===== src/rtl/spwm_pkg.sv =====
package spwm_pkg;

  // Reverse the low n bits of v (n <= 16).
  function automatic logic [31:0] rev_bits(input logic [31:0] v, input int n);
    logic [31:0] r;
    r = '0;
    for (int i = 0; i < 16; i++) begin
      if (i < n) r[n-1-i] = v[i];
    end
    return r;
  endfunction

  // Number of PWM clocks a channel stays on in a given section.
  function automatic logic [31:0] on_clocks(input logic [31:0] v, input logic [31:0] sec,
                                            input logic short_m, input int slot_b,
                                            input int sec_b);
    logic [31:0] hi;
    logic [31:0] lo;
    int nb;
    if (short_m) begin
      nb = sec_b - 1;
      hi = (v >> (sec_b + 1)) & ((32'd1 << (slot_b - 1)) - 32'd1);
      lo = (v >> 2) & ((32'd1 << nb) - 32'd1);
    end else begin
      nb = sec_b;
      hi = (v >> sec_b) & ((32'd1 << slot_b) - 32'd1);
      lo = v & ((32'd1 << nb) - 32'd1);
    end
    return hi + ((rev_bits(sec, nb) < lo) ? 32'd1 : 32'd0);
  endfunction

endpackage


===== src/rtl/spwm_timer.sv =====
module spwm_timer #(
  parameter int SLOT_BITS = 10,
  parameter int SEC_BITS  = 6,
  parameter int DEAD_W    = 6,
  parameter int LINE_W    = 4,
  parameter int CNT_W     = ((SLOT_BITS > DEAD_W) ? SLOT_BITS : DEAD_W) + 1
) (
  input  logic                clk_i,
  input  logic                rst_ni,
  input  logic                short_i,
  input  logic [DEAD_W-1:0]   dead_len_i,
  input  logic [LINE_W-1:0]   lines_i,
  input  logic                hold_i,
  output logic [CNT_W-1:0]    cnt_o,
  output logic [SEC_BITS-1:0] sec_o,
  output logic [LINE_W-1:0]   line_o,
  output logic                dead_o,
  output logic                last_o
);

  logic [CNT_W-1:0]    cnt_q;
  logic [SEC_BITS-1:0] sec_q;
  logic [LINE_W-1:0]   line_q;
  logic [CNT_W-1:0]    slot_len, dead_eff, last_pos;
  logic [SEC_BITS-1:0] sec_last;

  assign slot_len = short_i ? (CNT_W'(1) << (SLOT_BITS - 1)) : (CNT_W'(1) << SLOT_BITS);
  assign dead_eff = (dead_len_i == '0) ? CNT_W'(1) : CNT_W'(dead_len_i);
  assign last_pos = slot_len + dead_eff - CNT_W'(1);
  assign sec_last = short_i ? SEC_BITS'((1 << (SEC_BITS - 1)) - 1) : '1;

  assign dead_o = (cnt_q >= slot_len);
  assign last_o = (cnt_q >= last_pos);

  always_ff @(posedge clk_i or negedge rst_ni) begin
    if (!rst_ni) begin
      cnt_q  <= '0;
      sec_q  <= '0;
      line_q <= '0;
    end else if (last_o) begin
      if (!hold_i) begin
        cnt_q <= '0;
        if (line_q >= lines_i) begin
          line_q <= '0;
          sec_q  <= (sec_q >= sec_last) ? '0 : sec_q + SEC_BITS'(1);
        end else begin
          line_q <= line_q + LINE_W'(1);
        end
      end
    end else begin
      cnt_q <= cnt_q + CNT_W'(1);
    end
  end

  assign cnt_o  = cnt_q;
  assign sec_o  = sec_q;
  assign line_o = line_q;

  // slot position never passes the last dead-time clock
  a_r1_cnt_bound: assert property (@(posedge clk_i) disable iff (!rst_ni)
    cnt_q <= last_pos);

  // the line only moves out of a released last dead-time clock
  a_r7_line_step: assert property (@(posedge clk_i) disable iff (!rst_ni)
    !(last_o && !hold_i) |=> $stable(line_q));

  // line index stays inside the configured range
  a_r7_line_range: assert property (@(posedge clk_i) disable iff (!rst_ni)
    line_q <= lines_i);

  // a hold keeps the sequencer parked
  a_r9_hold_park: assert property (@(posedge clk_i) disable iff (!rst_ni)
    (hold_i && last_o) |=> (last_o && $stable(line_q)));

endmodule


===== src/rtl/spwm_chan.sv =====
module spwm_chan #(
  parameter int SLOT_BITS = 10,
  parameter int SEC_BITS  = 6,
  parameter int CNT_W     = 11,
  parameter int W         = SLOT_BITS + SEC_BITS
) (
  input  logic                clk_i,
  input  logic                rst_ni,
  input  logic [W-1:0]        value_i,
  input  logic [CNT_W-1:0]    cnt_i,
  input  logic [SEC_BITS-1:0] sec_i,
  input  logic                short_i,
  output logic                oe_o
);

  logic [31:0] on_len;

  assign on_len = spwm_pkg::on_clocks(32'(value_i), 32'(sec_i), short_i, SLOT_BITS, SEC_BITS);
  assign oe_o   = (32'(cnt_i) < on_len);

  // a zero word never lights the channel
  a_r5_zero_off: assert property (@(posedge clk_i) disable iff (!rst_ni)
    (value_i == '0) |-> !oe_o);

endmodule


===== src/rtl/spwm_scan_seq.sv =====
module spwm_scan_seq #(
  parameter int CH        = 16,
  parameter int SLOT_BITS = 10,
  parameter int SEC_BITS  = 6,
  parameter int DEAD_W    = 6,
  parameter int LINE_W    = 4,
  parameter int W         = SLOT_BITS + SEC_BITS
) (
  input  logic              clk_i,
  input  logic              rst_ni,
  input  logic [CH*W-1:0]   gray_i,
  input  logic              short_mode_i,
  input  logic              ghost_en_i,
  input  logic [DEAD_W-1:0] dead_len_i,
  input  logic [LINE_W-1:0] lines_i,
  input  logic              hold_i,
  output logic [CH-1:0]     oe_o,
  output logic [LINE_W-1:0] line_o,
  output logic              ghost_o
);

  localparam int CNT_W = ((SLOT_BITS > DEAD_W) ? SLOT_BITS : DEAD_W) + 1;

  logic [CNT_W-1:0]    cnt;
  logic [SEC_BITS-1:0] sec;
  logic                dead;
  logic                last;

  spwm_timer #(
    .SLOT_BITS(SLOT_BITS), .SEC_BITS(SEC_BITS), .DEAD_W(DEAD_W),
    .LINE_W(LINE_W), .CNT_W(CNT_W)
  ) timer_i (
    .clk_i(clk_i), .rst_ni(rst_ni), .short_i(short_mode_i),
    .dead_len_i(dead_len_i), .lines_i(lines_i), .hold_i(hold_i),
    .cnt_o(cnt), .sec_o(sec), .line_o(line_o), .dead_o(dead), .last_o(last)
  );

  for (genvar c = 0; c < CH; c++) begin : g_chan
    spwm_chan #(
      .SLOT_BITS(SLOT_BITS), .SEC_BITS(SEC_BITS), .CNT_W(CNT_W), .W(W)
    ) chan_i (
      .clk_i(clk_i), .rst_ni(rst_ni), .value_i(gray_i[c*W +: W]),
      .cnt_i(cnt), .sec_i(sec), .short_i(short_mode_i), .oe_o(oe_o[c])
    );
  end

  assign ghost_o = ghost_en_i && dead && rst_ni;

  // every channel is dark in dead time
  a_r6_dead_dark: assert property (@(posedge clk_i) disable iff (!rst_ni)
    dead |-> (oe_o == '0));

  // the strobe stays inside an enabled dead time
  a_r8_strobe_window: assert property (@(posedge clk_i) disable iff (!rst_ni)
    ghost_o |-> (dead && ghost_en_i));

  // the parked state is always a dead-time state
  a_r9_park_dead: assert property (@(posedge clk_i) disable iff (!rst_ni)
    last |-> dead);

endmodule


===== config.mk =====
export PLATFORM = sky130hd
export DESIGN_NAME = spwm_scan_seq
export DESIGN_NICKNAME = d
export VERILOG_FILES = /design/src/rtl/spwm_pkg.sv /design/src/rtl/spwm_timer.sv /design/src/rtl/spwm_chan.sv /design/src/rtl/spwm_scan_seq.sv
export SDC_FILE = /design/constraint.sdc
export NUM_CORES = 1
export LEC_CHECK = 0
export ABC_AREA = 1
export BUFFER_PORTS_ARGS = -buffer_cell sky130_fd_sc_hd__buf_4
export CAP_MARGIN = 25
export CORE_ASPECT_RATIO = 1.5
export CORE_UTILIZATION = 37
export CTS_CLUSTER_DIAMETER = 80
export DETAILED_ROUTE_END_ITERATION = 8
export HOLD_SLACK_MARGIN = 0.06
export SLEW_MARGIN = 0
export SYNTH_ARGS = -nofsm -noshare
export SYNTH_HDL_FRONTEND = slang
export SYNTH_SLANG_ARGS = --single-unit

===== constraint.sdc =====
create_clock -name clk_i -period 10.99 [get_ports clk_i]
set_input_delay 2.198 -clock clk_i [delete_from_list [all_inputs] [get_ports clk_i]]
set_output_delay 2.198 -clock clk_i [all_outputs]
set_load 0.02 [all_outputs]

==> flow_summary_export.csv, run 1 <==
group,metric,value,unit
outcome,outcome,"finished clean",
final_layout,syn2layout_area_growth,18.6,%
logic_synthesis,synth_ff_type,"dfrtp_1",
final_layout,drive_gt1_frac,0.150,
floorplanning,die_area,0.0372,sq mm
critical_path,worstPathRequired,8790,ps
route,viasPerCell,4.90,
logic_synthesis,netlist_area,0.0135,sq mm
floorplanning,initial_core_util,0.376,
critical_path,reg2reg_setup_slack,7290,ps
worst_hold_path,hold_path.class,"flop to flop",
sta,rsz0062_at_grt,"false",
logic_synthesis,postSynthAreaPerCell,6.01,sq um
floorplanning,io-pin-count,292,
floorplanning,die_h,236,um
final_layout,nNetsFinal,3051,
logic_synthesis,synth-warning-count,0,
place,io_buffers,291,
job,max_cap_violations,0,
sta,clock_skew,2.31,ps
logic_synthesis,synthCells,2244,
sta,slew_headroom,0.361,
final_layout,n_fill_cell,3854,
cts,htree_levels,1,
logic_synthesis,synth_top_cell_by_area,"ha_1",
sta,setup_ws,2310,ps
logic_synthesis,synth_nets,2810,
critical_path,critPathSlowestCell,"nand2_1",
logic_synthesis,synth_top_family_by_area,"simple AND/OR/NAND/NOR gates",
critical_path,crit_fanout,161,
critical_path,crit_path_start,"short_mode_i",
logic_synthesis,synth_mux_area_frac,0.0327,
place,place_hpwl,33800,um
critical_path,end_kind,"output port",
grt,grt_max_degree,162,
place,place_congestion,0.898,
logic_synthesis,synth_top_cell_area_share,0.274,
route,drc,0,
critical_path,crit_chain,"buf_8 > buf_12 > nand2_1 > nand2_1 > ha_1 > a21oi_1 > nand2_1 > a21oi_1 > ha_1 > ha_1 > and3_2 > nand2_1 > o21ai_0 > nand2_1 > ha_1 > nand2_1 > o21a_1 > nand2_1 > a21oi_1 > buf_4",
logic_synthesis,netlist_top_cells_area,"ha_1 27%, nand2_1 25%, inv_1 6.6%",
final_layout,final_cell_mix,"881 x nand2_1, 305 x buf_4, 295 x ha_1, 238 x inv_1, 127 x a21oi_1",
critical_path,worst_r2r_path_depth,11,
route,drt_iter0_markers,673,
grt,antenna_found_initial,2,
sta,slew_viol_final,0,
place,place_ws,2210,ps
grt,overflow,0,
sta,fin_setup_tns,0,ps
logic_synthesis,synth_xor_area_frac,0.0864,
route,wirelength,41400,um
route,antenna_left,0,
logic_synthesis,synth-adder-area-share,0.274,
logic_synthesis,synth-compound-area-share,0.120,
cts,cts.clk_slew.worst_paths,60,ps
logic_synthesis,yosysSeqAreaShare,0.0390,
sta,finalHoldViolations,0,
grt,gr-usage-all-layers,0.220,
cts,postCtsResizedCells,0,
logic_synthesis,synth-seq-cells,21,
final_layout,layout_commonest_cell,"nand2_1",
power_and_ir_drop,irDropWorstVdd,63.8,uV
worst_hold_path,hp-start,"timer_i.sec_o[3]",
sta,period_needed,8680,ps
critical_path,cp-start-kind,"input pin",
power_and_ir_drop,powerDensity,87.4,mW/mm^2
cts,cts_tree,"done",
power_and_ir_drop,p_leak,0.00925,uW
critical_path,crit_end,"oe_o[14]",
cts,clock-root-buffer,"clkbuf_16",
cts,cts_buffers,3,
sta,setup_violations,0,
grt,grt_pass1_wl,66000,um
route,firstDrtPassIters,5,
critical_path,r2r_end,"timer_i.sec_o[3]",
final_layout,final_cells,2964,
grt,grt_pass1_vias,13700,
critical_path,critPathMostFrequentCell,"nand2_1",
route,vias,14500,
floorplanning,core,0.0358,sq mm
critical_path,critPathMaxStageDelay,620,ps
critical_path,crit_arrival,6480,ps
logic_synthesis,yosysUniqueCellTypes,35,
sta,fmax,0.115,GHz
place,dp.cells,2958,
cts,numClockSinks,21,
final_layout,fin_util,0.446,
critical_path,timing.rr.start,"timer_i.cnt_o[0]",
floorplanning,dieWidth,158,um
sta,max_slew.worst_pin.slew,959,ps
logic_synthesis,synth_edf_count,0,
cts,hold_buffers,0,
cts,cts_setup_buffers,0,
route,wl_per_cell,14.0,um
logic_synthesis,async_reset_ff_frac,1.00,
logic_synthesis,synthSimpleGateAreaFrac,0.343,
critical_path,crit_type,"input pin to output port",
sta,period_share,0.790,
cts,clk_path_buf_depth,2,
floorplanning,num_rows,85,
cts,clock_latency,260,ps
-- metal layers --
layer | share of wire | track usage
met4 | 0.030 | 0.0709
met3 | 0.037 | 0.0162
met1 | 0.43 | 0.268
met5 | 0 | 0
met2 | 0.50 | 0.401
-- state kept, by name, summed over array words and instances, names as in the netlist --
name / cells
timer_i.sec_o: 6
timer_i.line_o: 4
timer_i.cnt_o: 11
-- kinds of logic (layout without fill, tap and decap cells) --
logic type,Yosys count,after routing
AO/OA/AOI/OAI,281,281
XOR/XNOR,133,133
adder cells (fa/ha/maj),295,295
buffers and inverters,311,551
flip-flops,21,21
multiplexers,44,44
other,1,3
AND/OR/NAND/NOR,1158,1158
-- cells in the mapped netlist, types with 2 or more instances --
| master | instances |
|---|---|
| a21o_1 | 16 |
| a21oi_1 | 127 |
| and3_1 | 9 |
| buf_2 | 22 |
| buf_4 | 30 |
| buf_6 | 11 |
| buf_8 | 2 |
| clkbuf_1 | 5 |
| dfrtp_1 | 21 |
| ha_1 | 295 |
| inv_1 | 238 |
| mux2i_1 | 44 |
| nand2_1 | 881 |
| nand2_2 | 9 |
| nand3_1 | 78 |
| nand4_1 | 16 |
| nor2_1 | 121 |
| nor2_2 | 20 |
| nor3_1 | 18 |
| o21a_1 | 16 |
| o21ai_0 | 58 |
| o21ai_1 | 26 |
| o21ai_2 | 24 |
| o21bai_1 | 14 |
| or3_1 | 2 |
| xnor2_1 | 69 |
| xor2_1 | 64 |
-- worst min path at each step --
stage,cells past startpoint,slack (ps),end
2_1_floorplan,2,490,timer_i.sec_o[3]
3_3_place_gp,2,500,timer_i.sec_o[3]
3_5_place_dp,2,510,timer_i.sec_o[3]
4_1_cts,2,530,timer_i.sec_o[3]
5_1_grt,2,580,timer_i.sec_o[3]
6_report,2,530,timer_i.sec_o[3]
-- where the power goes --
part,internal [uW],switching (uW),leakage [uW]
Combinational,478,705,0.00893
Clock,49.1,32.8,0.0000409
Sequential,94.1,38.0,0.000278
-- layout make-up --
cell class	instances	area (sq um)	share of cell area
well taps	478	598	0.0374
clock buffers	3	75.1	0.00470
clock inverters	1	5.00	0.000313
diodes	2	5.00	0.000313
repair buffers	307	2320	0.145
inverters	240	906	0.0567
multi-input cells	1912	11500	0.722
flip-flops and latches	21	526	0.0329
-- stage by stage --
step,hold WS [ps],total power [uW],instance area [sq um]
after global placement,503,1290,15900
after floorplan,486,958,13500
final,534,1400,16000
after detailed placement,514,1330,15900
after CTS,529,1420,16000
after global routing,584,1600,16000
-- worst max-delay path: cells and delay by family --
family	cells	cell delay [ps]
AO/OA/AOI/OAI	5	830
adder cells (fa/ha/maj)	4	1190
buffers and inverters	3	870
AND/OR/NAND/NOR	8	1300
Power figures use the tool's default switching activity.
==> run 2: changes to the inputs <==
--- a/config.mk
+++ b/config.mk
@@ -5,7 +5,7 @@
 export SDC_FILE = /design/constraint.sdc
 export NUM_CORES = 1
 export LEC_CHECK = 0
-export ABC_AREA = 1
+export ABC_AREA = 0
 export BUFFER_PORTS_ARGS = -buffer_cell sky130_fd_sc_hd__buf_4
 export CAP_MARGIN = 25
 export CORE_ASPECT_RATIO = 1.5
==> constraint.sdc (replaced) <==
create_clock -name clk_i -period 7.6 [get_ports clk_i]
set_input_delay 1.52 -clock clk_i [delete_from_list [all_inputs] [get_ports clk_i]]
set_output_delay 1.52 -clock clk_i [all_outputs]
set_load 0.02 [all_outputs]
==> run 2 against run 1 <==
- sequential cell count unchanged
- count of clock-buffer cells in the layout up 1
- global-route usage up 1.9 points
- register-to-register slack worse by 2800 ps
- via count down 3.6%
- first-iteration DRC count down 3.4%
- combinational power up 80%
- worst setup slack worse by 2000 ps
- total power up 77%
==> flow_summary_export.csv, run 2 <==
group,metric,value,unit
sta,setup_ws,307,ps
logic_synthesis,synth-seq-cells,21,
route,antenna_left,0,
logic_synthesis,netlist_area,0.0135,sq mm
sta,period_needed,7290,ps
worst_hold_path,hold_path.class,"flop to flop",
route,firstDrtPassIters,5,
worst_hold_path,hold_depth,1,
critical_path,end_kind,"output port",
sta,setup_violations,0,
sta,fmax,0.137,GHz
sta,clock_skew,3.13,ps
logic_synthesis,synth-warning-count,0,
floorplanning,initial_core_util,0.375,
logic_synthesis,postSynthAreaPerCell,7.55,sq um
sta,hold_slack,529,ps
sta,period_share,0.960,
grt,grt_pass1_wl,70800,um
critical_path,crit_fanout,39,
logic_synthesis,yosysSeqAreaShare,0.0390,
grt,antenna_found_initial,2,
grt,gr-usage-all-layers,0.239,
cts,numClockSinks,21,
cts,clock-root-buffer,"clkbuf_16",
place,place_hpwl,36600,um
sta,max_slew.worst_pin.slew,949,ps
final_layout,drive_gt1_frac,0.199,
sta,fin_setup_tns,0,ps
critical_path,crit_arrival,5770,ps
floorplanning,die_area,0.0372,sq mm
critical_path,r2r_end,"timer_i.line_o[3]",
power_and_ir_drop,powerDensity,152,mW/mm^2
critical_path,critPathMostFrequentCell,"ha_1",
critical_path,crit_type,"input pin to output port",
floorplanning,io-pin-count,292,
logic_synthesis,synth_nets,2351,
grt,overflow,0,
sta,finalHoldViolations,0,
floorplanning,dieWidth,158,um
final_layout,layout_commonest_cell,"buf_4",
final_layout,largest_reg_flops,11,
critical_path,reg2reg_setup_slack,4450,ps
grt,grt_max_degree,77,
final_layout,fin_util,0.452,
route,viasPerCell,5.61,
critical_path,cp-start-kind,"input pin",
critical_path,crit_family,"compound AO/OA/AOI/OAI gates",
grt,use_met1,0.271,
final_layout,final_cell_mix,"326 x buf_4, 294 x ha_1, 191 x nand2_1, 138 x a21oi_1, 135 x nand3_1",
floorplanning,num_rows,85,
power_and_ir_drop,irDropWorstVdd,93.4,uV
critical_path,critPathSlowestCell,"o21ai_0",
logic_synthesis,synth_top_cell_area_share,0.274,
grt,grt_use_met2,0.433,
final_layout,n_fill_cell,3735,
worst_hold_path,holdPathEnd,"timer_i.sec_o[5]",
grt,grt_pass1_vias,13800,
cts,hold_buffers,0,
logic_synthesis,synthCells,1785,
critical_path,critPathMaxStageDelay,320,ps
route,wirelength,45000,um
job,max_cap_violations,0,
cts,postCtsResizedCells,0,
cts,cts_buffers,3,
route,vias,14000,
route,drc,0,
logic_synthesis,synth_edf_count,0,
route,wl_per_cell,18.0,um
worst_hold_path,hp-start,"timer_i.sec_o[5]",
sta,slew_headroom,0.364,
place,io_buffers,291,
cts,cts_tree,"done",
place,place_ws,153,ps
logic_synthesis,synth_ff_type,"dfrtp_1",
grt,grt_use_met3,0.0235,
final_layout,nNetsFinal,2586,
cts,clock_latency,260,ps
grt,top_usage_layer,"met2",
final_layout,syn2layout_area_growth,20.4,%
floorplanning,die_h,236,um
cts,cts_setup_buffers,0,
route,drt_iter0_markers,650,
power_and_ir_drop,p_leak,0.00805,uW
cts,clk_path_buf_depth,2,
cts,htree_levels,1,
sta,slew_viol_final,0,
logic_synthesis,synth_most_common_cell,"ha_1",
critical_path,timing.rr.start,"timer_i.cnt_o[0]",
critical_path,worstPathRequired,6080,ps
logic_synthesis,async_reset_ff_frac,1.00,
critical_path,critPathBufInv,4,
outcome,outcome,"finished clean",
logic_synthesis,synth_top_cell_by_area,"ha_1",
logic_synthesis,synth_commonest_cells,"295 x ha_1, 191 x nand2_1, 143 x a21oi_1",
logic_synthesis,yosysUniqueCellTypes,55,
cts,cts.clk_slew.worst_paths,60,ps
place,place_congestion,0.888,
critical_path,worst_r2r_path_depth,8,
logic_synthesis,netlist_top_cells_area,"ha_1 27%, mux2i_1 9.2%, nand2_1 5.3%",
critical_path,crit_chain,"buf_8 > buf_16 > nor2b_1 > buf_4 > a22oi_1 > a211oi_1 > o21bai_1 > a21o_1 > a21oi_1 > ha_1 > ha_1 > nand3_1 > nor3b_2 > nand3_1 > xnor2_1 > nor2_1 > a21oi_1 > ha_1 > o21a_1 > o21a_1 > o21ai_0 > buf_4",
floorplanning,core,0.0359,sq mm
## run 2: routing by layer
layer,part of all wire,wire [um]
met1,0.40,18100
met2,0.50,22300
met3,0.045,2010
met4,0.058,2600
met5,0,0
## run 2: cell families (layout without fill, tap and decap cells)
| kind of cell | after synthesis | count (layout) | synth area share |
|---|---|---|---|
| compound gates | 476 | 476 | 0.224 |
| xor+xnor | 150 | 150 | 0.0974 |
| fa+ha+maj | 295 | 295 | 0.274 |
| buf+inv | 151 | 385 | 0.0524 |
| flops | 21 | 21 | 0.0390 |
| mux | 150 | 150 | 0.114 |
| other cells | 1 | 3 | 0.000278 |
| simple gates | 541 | 541 | 0.199 |
## run 2: final cells by class
| cell class | instances | area, sq um | share of cell area |
|---|---|---|---|
| multi-input cells | 1613 | 12300 | 0.759 |
| clock buffers | 4 | 78.8 | 0.00486 |
| diodes | 2 | 5.00 | 0.000308 |
| inverters | 52 | 196 | 0.0121 |
| flip-flops and latches | 21 | 526 | 0.0324 |
| well taps | 478 | 598 | 0.0368 |
| repair buffers | 329 | 2500 | 0.154 |
## run 2: power by group
part	leakage, uW	total [uW]	internal, uW	switching (uW)
Clock	0.0000382	115	71.6	43.6
Combinational	0.00773	2120	974	1150
Sequential	0.000280	235	144	91.8
Total	0.00805	2480	1190	1290
## run 2: stage by stage
stage	instance area [sq um]	instances	power (uW)
after global routing	16200	2499	2790
final	16200	2499	2480
after CTS	16100	2497	2480
after global placement	16100	2493	2280
after detailed placement	16100	2493	2340
after floorplan	13500	1785	1660
## run 2: worst max path at each step
stage,slack (ps),startpoint,to,cells past startpoint
floorplan,210,short_mode_i,oe_o[13],23
global placement,280,short_mode_i,oe_o[11],20
detailed placement,150,short_mode_i,oe_o[11],20
CTS,130,short_mode_i,oe_o[11],20
global route,-5,short_mode_i,oe_o[10],22
finish,310,short_mode_i,oe_o[12],22
